==> src/rtl/flagu_pkg.sv <==
package flagu_pkg;
  localparam int FLAG_W   = 16;
  localparam int NCTL     = 3;
  localparam int CF_BIT   = 0;
  localparam int PF_BIT   = 2;
  localparam int AF_BIT   = 4;
  localparam int ZF_BIT   = 6;
  localparam int SF_BIT   = 7;
  localparam int CTL_BASE = 8;
  localparam int OF_BIT   = 11;

  localparam logic [FLAG_W-1:0] ARITH_MASK = 16'h08D5;
  localparam logic [FLAG_W-1:0] CTL_MASK   = 16'h0700;
  localparam logic [FLAG_W-1:0] RSVD_MASK  = ~(ARITH_MASK | CTL_MASK);

  typedef struct packed {
    logic ovf;
    logic sgn;
    logic zro;
    logic nib;
    logic par;
    logic cry;
  } arith_t;

  typedef enum logic [3:0] {
    CC_OV  = 4'd0,  CC_NOV = 4'd1,
    CC_BLW = 4'd2,  CC_NBL = 4'd3,
    CC_EQ  = 4'd4,  CC_NE  = 4'd5,
    CC_BE  = 4'd6,  CC_ABV = 4'd7,
    CC_NEG = 4'd8,  CC_POS = 4'd9,
    CC_PE  = 4'd10, CC_PO  = 4'd11,
    CC_LT  = 4'd12, CC_GE  = 4'd13,
    CC_LE  = 4'd14, CC_GT  = 4'd15
  } cc_e;

  // Even number of ones in the low byte.
  function automatic logic even_par(input logic [FLAG_W-1:0] r);
    return ~(^r[7:0]);
  endfunction

  // Carry or borrow between bit 3 and bit 4 recovered from the sum bit.
  function automatic logic nibble_cross(input logic [FLAG_W-1:0] a,
                                        input logic [FLAG_W-1:0] b,
                                        input logic [FLAG_W-1:0] r);
    return a[4] ^ b[4] ^ r[4];
  endfunction

  // Two's-complement overflow from operand and result sign bits.
  function automatic logic sign_ovf(input logic sub, input logic sa,
                                    input logic sb, input logic sr);
    logic same_in;
    same_in = sub ? (sa != sb) : (sa == sb);
    return same_in && (sr != sa);
  endfunction
endpackage

==> src/rtl/flag_gen.sv <==
module flag_gen
  import flagu_pkg::*;
#(
  parameter int DW = 16
) (
  input  logic          sub_i,
  input  logic          wide_i,
  input  logic [DW-1:0] opa_i,
  input  logic [DW-1:0] opb_i,
  input  logic [DW-1:0] res_i,
  input  logic          cy_lo_i,
  input  logic          cy_hi_i,
  output arith_t        arith_o,
  output logic          res_zero_o
);
  localparam int HW = DW / 2;

  logic msb_a, msb_b, msb_r;

  always_comb begin
    msb_a = wide_i ? opa_i[DW-1] : opa_i[HW-1];
    msb_b = wide_i ? opb_i[DW-1] : opb_i[HW-1];
    msb_r = wide_i ? res_i[DW-1] : res_i[HW-1];
    res_zero_o = wide_i ? (res_i == '0) : (res_i[HW-1:0] == '0);
  end

  always_comb begin
    arith_o.cry = wide_i ? cy_hi_i : cy_lo_i;
    arith_o.par = even_par(res_i);
    arith_o.nib = nibble_cross(opa_i, opb_i, res_i);
    arith_o.zro = res_zero_o;
    arith_o.sgn = msb_r;
    arith_o.ovf = sign_ovf(sub_i, msb_a, msb_b, msb_r);
  end
endmodule

==> src/rtl/flag_reg.sv <==
module flag_reg
  import flagu_pkg::*;
(
  input  logic              clk,
  input  logic              rst_n,
  input  logic              upd_en_i,
  input  arith_t            arith_i,
  input  logic [NCTL-1:0]   ctl_set_i,
  input  logic [NCTL-1:0]   ctl_clr_i,
  output logic [FLAG_W-1:0] flags_o
);
  arith_t          arith_q;
  logic [NCTL-1:0] ctl_q;

  always_ff @(posedge clk) begin
    if (!rst_n)        arith_q <= '0;
    else if (upd_en_i) arith_q <= arith_i;
  end

  for (genvar k = 0; k < NCTL; k++) begin : g_ctl
    always_ff @(posedge clk) begin
      if (!rst_n)            ctl_q[k] <= 1'b0;
      else if (ctl_clr_i[k]) ctl_q[k] <= 1'b0;
      else if (ctl_set_i[k]) ctl_q[k] <= 1'b1;
    end
  end

  always_comb begin
    flags_o = '0;
    flags_o[CF_BIT] = arith_q.cry;
    flags_o[PF_BIT] = arith_q.par;
    flags_o[AF_BIT] = arith_q.nib;
    flags_o[ZF_BIT] = arith_q.zro;
    flags_o[SF_BIT] = arith_q.sgn;
    flags_o[OF_BIT] = arith_q.ovf;
    flags_o[CTL_BASE +: NCTL] = ctl_q;
  end
endmodule

==> src/rtl/cond_eval.sv <==
module cond_eval
  import flagu_pkg::*;
#(
  parameter int DW = 16
) (
  input  logic [FLAG_W-1:0] flags_i,
  input  logic [3:0]        cond_i,
  input  logic              cnt_mode_i,
  input  logic [DW-1:0]     count_i,
  output logic              taken_o,
  output logic              cnt_zero_o
);
  logic cf, zf, sf, of, pf, sign_mis, base_hit;

  always_comb begin
    cf = flags_i[CF_BIT];
    zf = flags_i[ZF_BIT];
    sf = flags_i[SF_BIT];
    of = flags_i[OF_BIT];
    pf = flags_i[PF_BIT];
    sign_mis = sf ^ of;
    cnt_zero_o = (count_i == '0);
    // Even codes test the positive sense; odd codes invert it.
    unique case (cond_i[3:1])
      3'd0:    base_hit = of;
      3'd1:    base_hit = cf;
      3'd2:    base_hit = zf;
      3'd3:    base_hit = cf | zf;
      3'd4:    base_hit = sf;
      3'd5:    base_hit = pf;
      3'd6:    base_hit = sign_mis;
      default: base_hit = sign_mis | zf;
    endcase
    taken_o = cnt_mode_i ? cnt_zero_o : (base_hit ^ cond_i[0]);
  end
endmodule

==> src/rtl/flag_cond_unit.sv <==
module flag_cond_unit
  import flagu_pkg::*;
#(
  parameter int DW = 16
) (
  input  logic              clk,
  input  logic              rst_n,
  input  logic              upd_en_i,
  input  logic              sub_i,
  input  logic              wide_i,
  input  logic [DW-1:0]     opa_i,
  input  logic [DW-1:0]     opb_i,
  input  logic [DW-1:0]     res_i,
  input  logic              cy_lo_i,
  input  logic              cy_hi_i,
  input  logic [NCTL-1:0]   ctl_set_i,
  input  logic [NCTL-1:0]   ctl_clr_i,
  input  logic [3:0]        cond_i,
  input  logic              cnt_mode_i,
  input  logic [DW-1:0]     count_i,
  output logic [FLAG_W-1:0] flags_o,
  output logic              taken_o
);
  arith_t arith_nxt;
  logic   res_zero;
  logic   cnt_zero;

  flag_gen #(.DW(DW)) u_gen (
    .sub_i      (sub_i),
    .wide_i     (wide_i),
    .opa_i      (opa_i),
    .opb_i      (opb_i),
    .res_i      (res_i),
    .cy_lo_i    (cy_lo_i),
    .cy_hi_i    (cy_hi_i),
    .arith_o    (arith_nxt),
    .res_zero_o (res_zero)
  );

  flag_reg u_reg (
    .clk       (clk),
    .rst_n     (rst_n),
    .upd_en_i  (upd_en_i),
    .arith_i   (arith_nxt),
    .ctl_set_i (ctl_set_i),
    .ctl_clr_i (ctl_clr_i),
    .flags_o   (flags_o)
  );

  cond_eval #(.DW(DW)) u_cond (
    .flags_i    (flags_o),
    .cond_i     (cond_i),
    .cnt_mode_i (cnt_mode_i),
    .count_i    (count_i),
    .taken_o    (taken_o),
    .cnt_zero_o (cnt_zero)
  );
endmodule

==> config.mk <==
export PLATFORM = sky130hd
export DESIGN_NAME = flag_cond_unit
export DESIGN_NICKNAME = d
export VERILOG_FILES = /design/src/rtl/flagu_pkg.sv /design/src/rtl/flag_gen.sv /design/src/rtl/flag_reg.sv /design/src/rtl/cond_eval.sv /design/src/rtl/flag_cond_unit.sv
export SDC_FILE = /design/constraint.sdc
export NUM_CORES = 1
export LEC_CHECK = 0
export ABC_CLOCK_PERIOD_IN_PS = 5550
export BUFFER_PORTS_ARGS = -buffer_cell sky130_fd_sc_hd__buf_2
export CORE_ASPECT_RATIO = 0.9
export CORE_MARGIN = 5
export CORE_UTILIZATION = 33
export CTS_CLUSTER_SIZE = 40
export DETAILED_ROUTE_END_ITERATION = 10
export PLACE_DENSITY = 0.84
export RECOVER_POWER = 25
export SKIP_LAST_GASP = 1
export SLEW_MARGIN = 15
export SYNTH_ARGS = -nofsm -noshare
export SYNTH_HDL_FRONTEND = slang
export SYNTH_HIERARCHICAL = 1
export SYNTH_SLANG_ARGS = --single-unit
==> constraint.sdc <==
create_clock -name clk -period 5.55 [get_ports clk]
set_input_delay 1.665 -clock clk [delete_from_list [all_inputs] [get_ports clk]]
set_output_delay 1.665 -clock clk [all_outputs]
set_load 0.05 [all_outputs]
Word-level counts from Yosys, hierarchy flattened. Cells that the tools add are included.

Flip-flop bits (word level): 9. Input port bits: 82. Output and inout bits: 17. Logic and storage cells: 43.

Equality and inequality tests: 9. Multiplexer cells: 8. Bitwise operators: 8. Reductions and logical operators: 9.

Operators by type and width (number): 16-bit zero test (2); 3-bit == test (second input constant) (3); 8-bit zero test (1); 8-bit XOR reduction (1); 1-bit 2-to-1 mux (7); 1-bit case mux with 7 select lines (1); 3-bit by 2-bit == test with 1-bit output (second input constant) (2); 2-bit OR reduction (3); 1-bit XOR (4); 3-bit by 1-bit == test with 1-bit output (second input constant) (1); 3-bit zero test (1); 1-bit != test (2); 1-bit NOT (2); 1-bit OR (2); 1-bit == test (1); 1-bit logical AND (1).

Logic depth before layout (Yosys ltp).
Depth after elaboration: 5. Depth in mapped cells: 7. Gate-level depth less buffers: 6.

By module. The synthesis kept the hierarchy.

By module, submodules not included: flag_reg (times used 1, cells an instance 36, area an instance 379.1 sq um, seq. area each 180.2 sq um); flag_gen (times used 1, cells an instance 33, area an instance 252.7 sq um, seq. area each 0.0 sq um); cond_eval (times used 1, cells an instance 19, area an instance 123.9 sq um, seq. area each 0.0 sq um).

Worst setup path after synthesis. No wires, ideal clock.

Path kind: input port to output port. Start point: input port cond_i[2]. End point: output port taken_o. Arrival: 3.067 ns. Data required time: 3.885 ns. Setup slack: 0.818 ns. Stages: 5. Buffers on the path: 0. Path through: or3b_1 a21oi_1 a211oi_1 xor2_1 o21ai_1.

Longest elaborated chain between the ends: 4. Elaborated cells on any way between the ends: 10. Those cells by class: eq/ne (6); mux (2); bitwise (1); reduce/logical (1).

RTL lines: start, declared (line flag_cond_unit.sv:18) `input logic [3:0] cond_i,`; 3-bit == test, or another cell as far along (line cond_eval.sv:24) `unique case (cond_i[3:1])`; 1-bit case mux with 7 select lines (*) (line cond_eval.sv:24); 1-bit XOR (*) (line cond_eval.sv:34) `taken_o = cnt_mode_i ? cnt_zero_o : (base_hit ^ cond_i[0]);`; 1-bit 2-to-1 mux (*) (line cond_eval.sv:34); end, declared (line flag_cond_unit.sv:22) `output logic taken_o`.

Every way passes the cells marked *; elsewhere a longest branch is shown, timed or not.

Final worst setup path. Ends and elaborated chain as after synthesis.

==> flow_metrics.py <==
metrics = {
    "route": {
        "drc": 0,
        "vias": 800,
        "viasPerCell": 4.47,
        "wire_per_inst_um": 10.9,
        "routed_wl_um": 1950,
        "postRouteAntennaNets": 0,
        "drt_iter0_drc": 6,
        "first_pass_iters": 2,
    },
    "clocking": {
        "cts_buffers": 3,
        "h-tree-depth": 1,
        "ctsHoldBuffers": 0,
        "cts_setup_buffers": 0,
        "cts_root_buffer": "clkbuf_4",
        "cts-resized-gates": 0,
        "cts_tree": "built",
        "path_clk_slew_ns": 0.07,
        "clkLatencyLatePin_ns": 0.26,
        "clk_path_buf_depth": 2,
        "cts_sinks": 9,
    },
    "placement": {
        "io_buffer_count": 65,
        "hpwl_um": 1770,
        "post_dp_cell_area_um2": 1050,
        "gp_congestion": 0.746,
    },
    "timing": {
        "skew_ns": 0,
        "rsz0062_at_grt": "no",
        "slew_viol_final": 0,
        "min_period_ns": 4.59,
        "period_share_pct": 82.6,
        "hold_viol": 0,
        "tns_ns": 0,
        "fmax_mhz": 218,
        "setup_viol": 0,
    },
    "critical_path": {
        "crit_slowest_cell": "or3b_1",
        "end_kind": "primary output",
        "worst-setup-path-type": "in -> out",
        "start_kind": "primary input",
        "cp_cell_sequence": "buf_2, or3b_1, a21oi_1, a211oi_1, xor2_1, o21ai_1, buf_2",
        "crit_fanout": 6,
        "critPathRequiredTime_ns": 3.88,
        "cpMostUsedCell": "buf_2",
        "cp_top_family": "buffers and inverters",
        "crit_arrival_ns": 2.92,
        "cp.buffers_inverters": 2,
        "critPathMaxStageDelay_ns": 0.37,
    },
    "layout": {
        "largest_register_ff_count": 9,
        "drive_above_1_share_pct": 44.7,
        "final_net_count": 239,
        "antenna_cells": 0,
        "areaGrowthSynthToFinish_pct": 41.9,
        "stdcell_area_um2": 1070,
    },
    "hold_path": {
        "hold_class": "reg -> reg",
    },
    "logic_synthesis": {
        "yosys_warnings": 6,
        "synth_cells": 88,
        "ys.flop_type": "dfxtp_1",
        "synth_edf_count": 0,
        "yosys-top-cells-count": "10 x mux2i_1, 9 x buf_4, 9 x dfxtp_1, 8 x inv_1",
        "synth-async-reset-ratio_pct": 0,
        "yosysSeqAreaShare_pct": 23.8,
        "yosys-top-cells-area": "dfxtp_1 24%, mux2i_1 13%, buf_4 8.9%",
        "ys_types": 28,
        "yosys.cell_count.top_type": "mux2i_1",
        "synth_top_area_cell": "dfxtp_1",
        "synthesis.area_um2": 756,
        "synth_top_area_share_pct": 23.8,
        "syn_area_per_cell_um2": 8.59,
        "ys_ff_latch": 9,
    },
    "power_and_ir_drop": {
        "worst_ir_drop_vdd_mv": 0.149,
        "leakagePower_nw": 0.583,
        "power.total_w": 0.000211,
        "powerDensity_nw_per_um2": 196,
    },
    "floorplan": {
        "die_w_um": 60.4,
        "io_pins": 99,
        "num_rows": 16,
        "dieHeight_um": 55.4,
        "coreArea_um2": 2180,
        "die_area_um2": 3350,
        "start_util_pct": 34.6,
    },
    "global_routing": {
        "grt_usage_pct": 11.8,
        "antenna_found_initial": 0,
        "grt_pass1_vias": 814,
        "grt_start_max_net_pins": 10,
        "grt_pass1_wl_um": 3190,
        "overflow": 0,
    },
    "run": {
        "drv_cap": 0,
    },
    "run_status": {
        "outcome": "finished, final reports clean",
    },
}
-- per-stage QoR --
stage          hold WS [ns]  setup slack, ns  util (%)  cells
3_5_place_dp          0.492            0.953      48.0    175
3_3_place_gp          0.486            0.989      48.0    175
5_1_grt               0.531            0.876      49.1    179
2_1_floorplan         0.707            0.818         -     94
4_1_cts               0.500            0.956      49.2    179
6_report              0.496            0.964      49.1    179
-- cell families after synthesis --
logic type / Yosys count / synth area share (%)
XOR/XNOR: 7 / 8.11
AO/OA/AOI/OAI: 6 / 4.64
buffers and inverters: 19 / 15.9
multiplexers: 12 / 16.7
other: 1 / 0.496
adder cells (fa/ha/maj): 4 / 6.62
flip-flops: 9 / 23.8
AND/OR/NAND/NOR: 30 / 23.7
-- cell type report --
class                      count  area, um^2
fill                         229        1110
multi-input combinational     66         478
timing repair buffer          65         324
sequential                     9         180
tap                           27        33.8
inverter                       8        30.0
clock buffer                   4        26.3
-- metal layers --
layer | routed length (um) | GRT usage, % | vias up
li1 | - | - | 413
met1 | 710 | 12.6 | 346
met2 | 1040 | 22.5 | 39
met3 | 183 | 1.86 | 2
met4 | 14 | 3.72 | 0
met5 | 0 | 0 | -
-- where the power goes --
| part | leakage, nW | internal (W) | switching (W) |
|---|---|---|---|
| logic | 0.494 | 0.0000349 | 0.0000519 |
| registers | 0.0740 | 0.0000692 | 0.00000338 |
| clock network | 0.0150 | 0.0000277 | 0.0000236 |
-- layout by cell type (no fill, tap or decap) --
cell type  netlist  final
o21ai_1          1      1
or3b_1           1      1
nand3b_1         1      1
conb_1           1      7
buf_2            0     64
nand2_1          5      5
a21oi_1          2      2
mux2_1           1      1
nand4b_1         1      1
clkbuf_4         0      3
a211oi_1         1      1
o211ai_1         1      1
and4_1           1      1
inv_1            8      8
dfxtp_1          9      9
nor2b_1          6      6
mux2i_1         10     10
nor2_1           3      3
nand3_1          1      1
o21ai_0          1      1
xor2_1           2      2
or2_0            1      1
xnor2_1          5      5
nor4_1           6      6
clkbuf_1         0      2
nand4_1          1      1
nor3b_1          3      3
mux2_4           1      1
ha_1             4      4
-- final timing paths --
| kind | from | to | slack (ns) | cells after the start |
|---|---|---|---|---|
| max | cond_i[2] | taken_o | 0.96 | 7 |
| max reg2reg | u_reg/flags_o[2]$_SDFFE_PN0P_ | u_reg/flags_o[2]$_SDFFE_PN0P_ | 4.91 | 2 |
| min | u_reg/flags_o[9]$_SDFFE_PP0P_ | u_reg/flags_o[9]$_SDFFE_PP0P_ | 0.50 | 2 |
| min reg2reg | u_reg/flags_o[9]$_SDFFE_PP0P_ | u_reg/flags_o[9]$_SDFFE_PP0P_ | 0.50 | 2 |
-- worst register-to-register path: stages (launching register included) --
cell and delay (ns):
dfxtp_1 0.37, mux2i_1 0.09, nor2b_1 0.13
No activity file was read; power rests on OpenSTA's default activity.
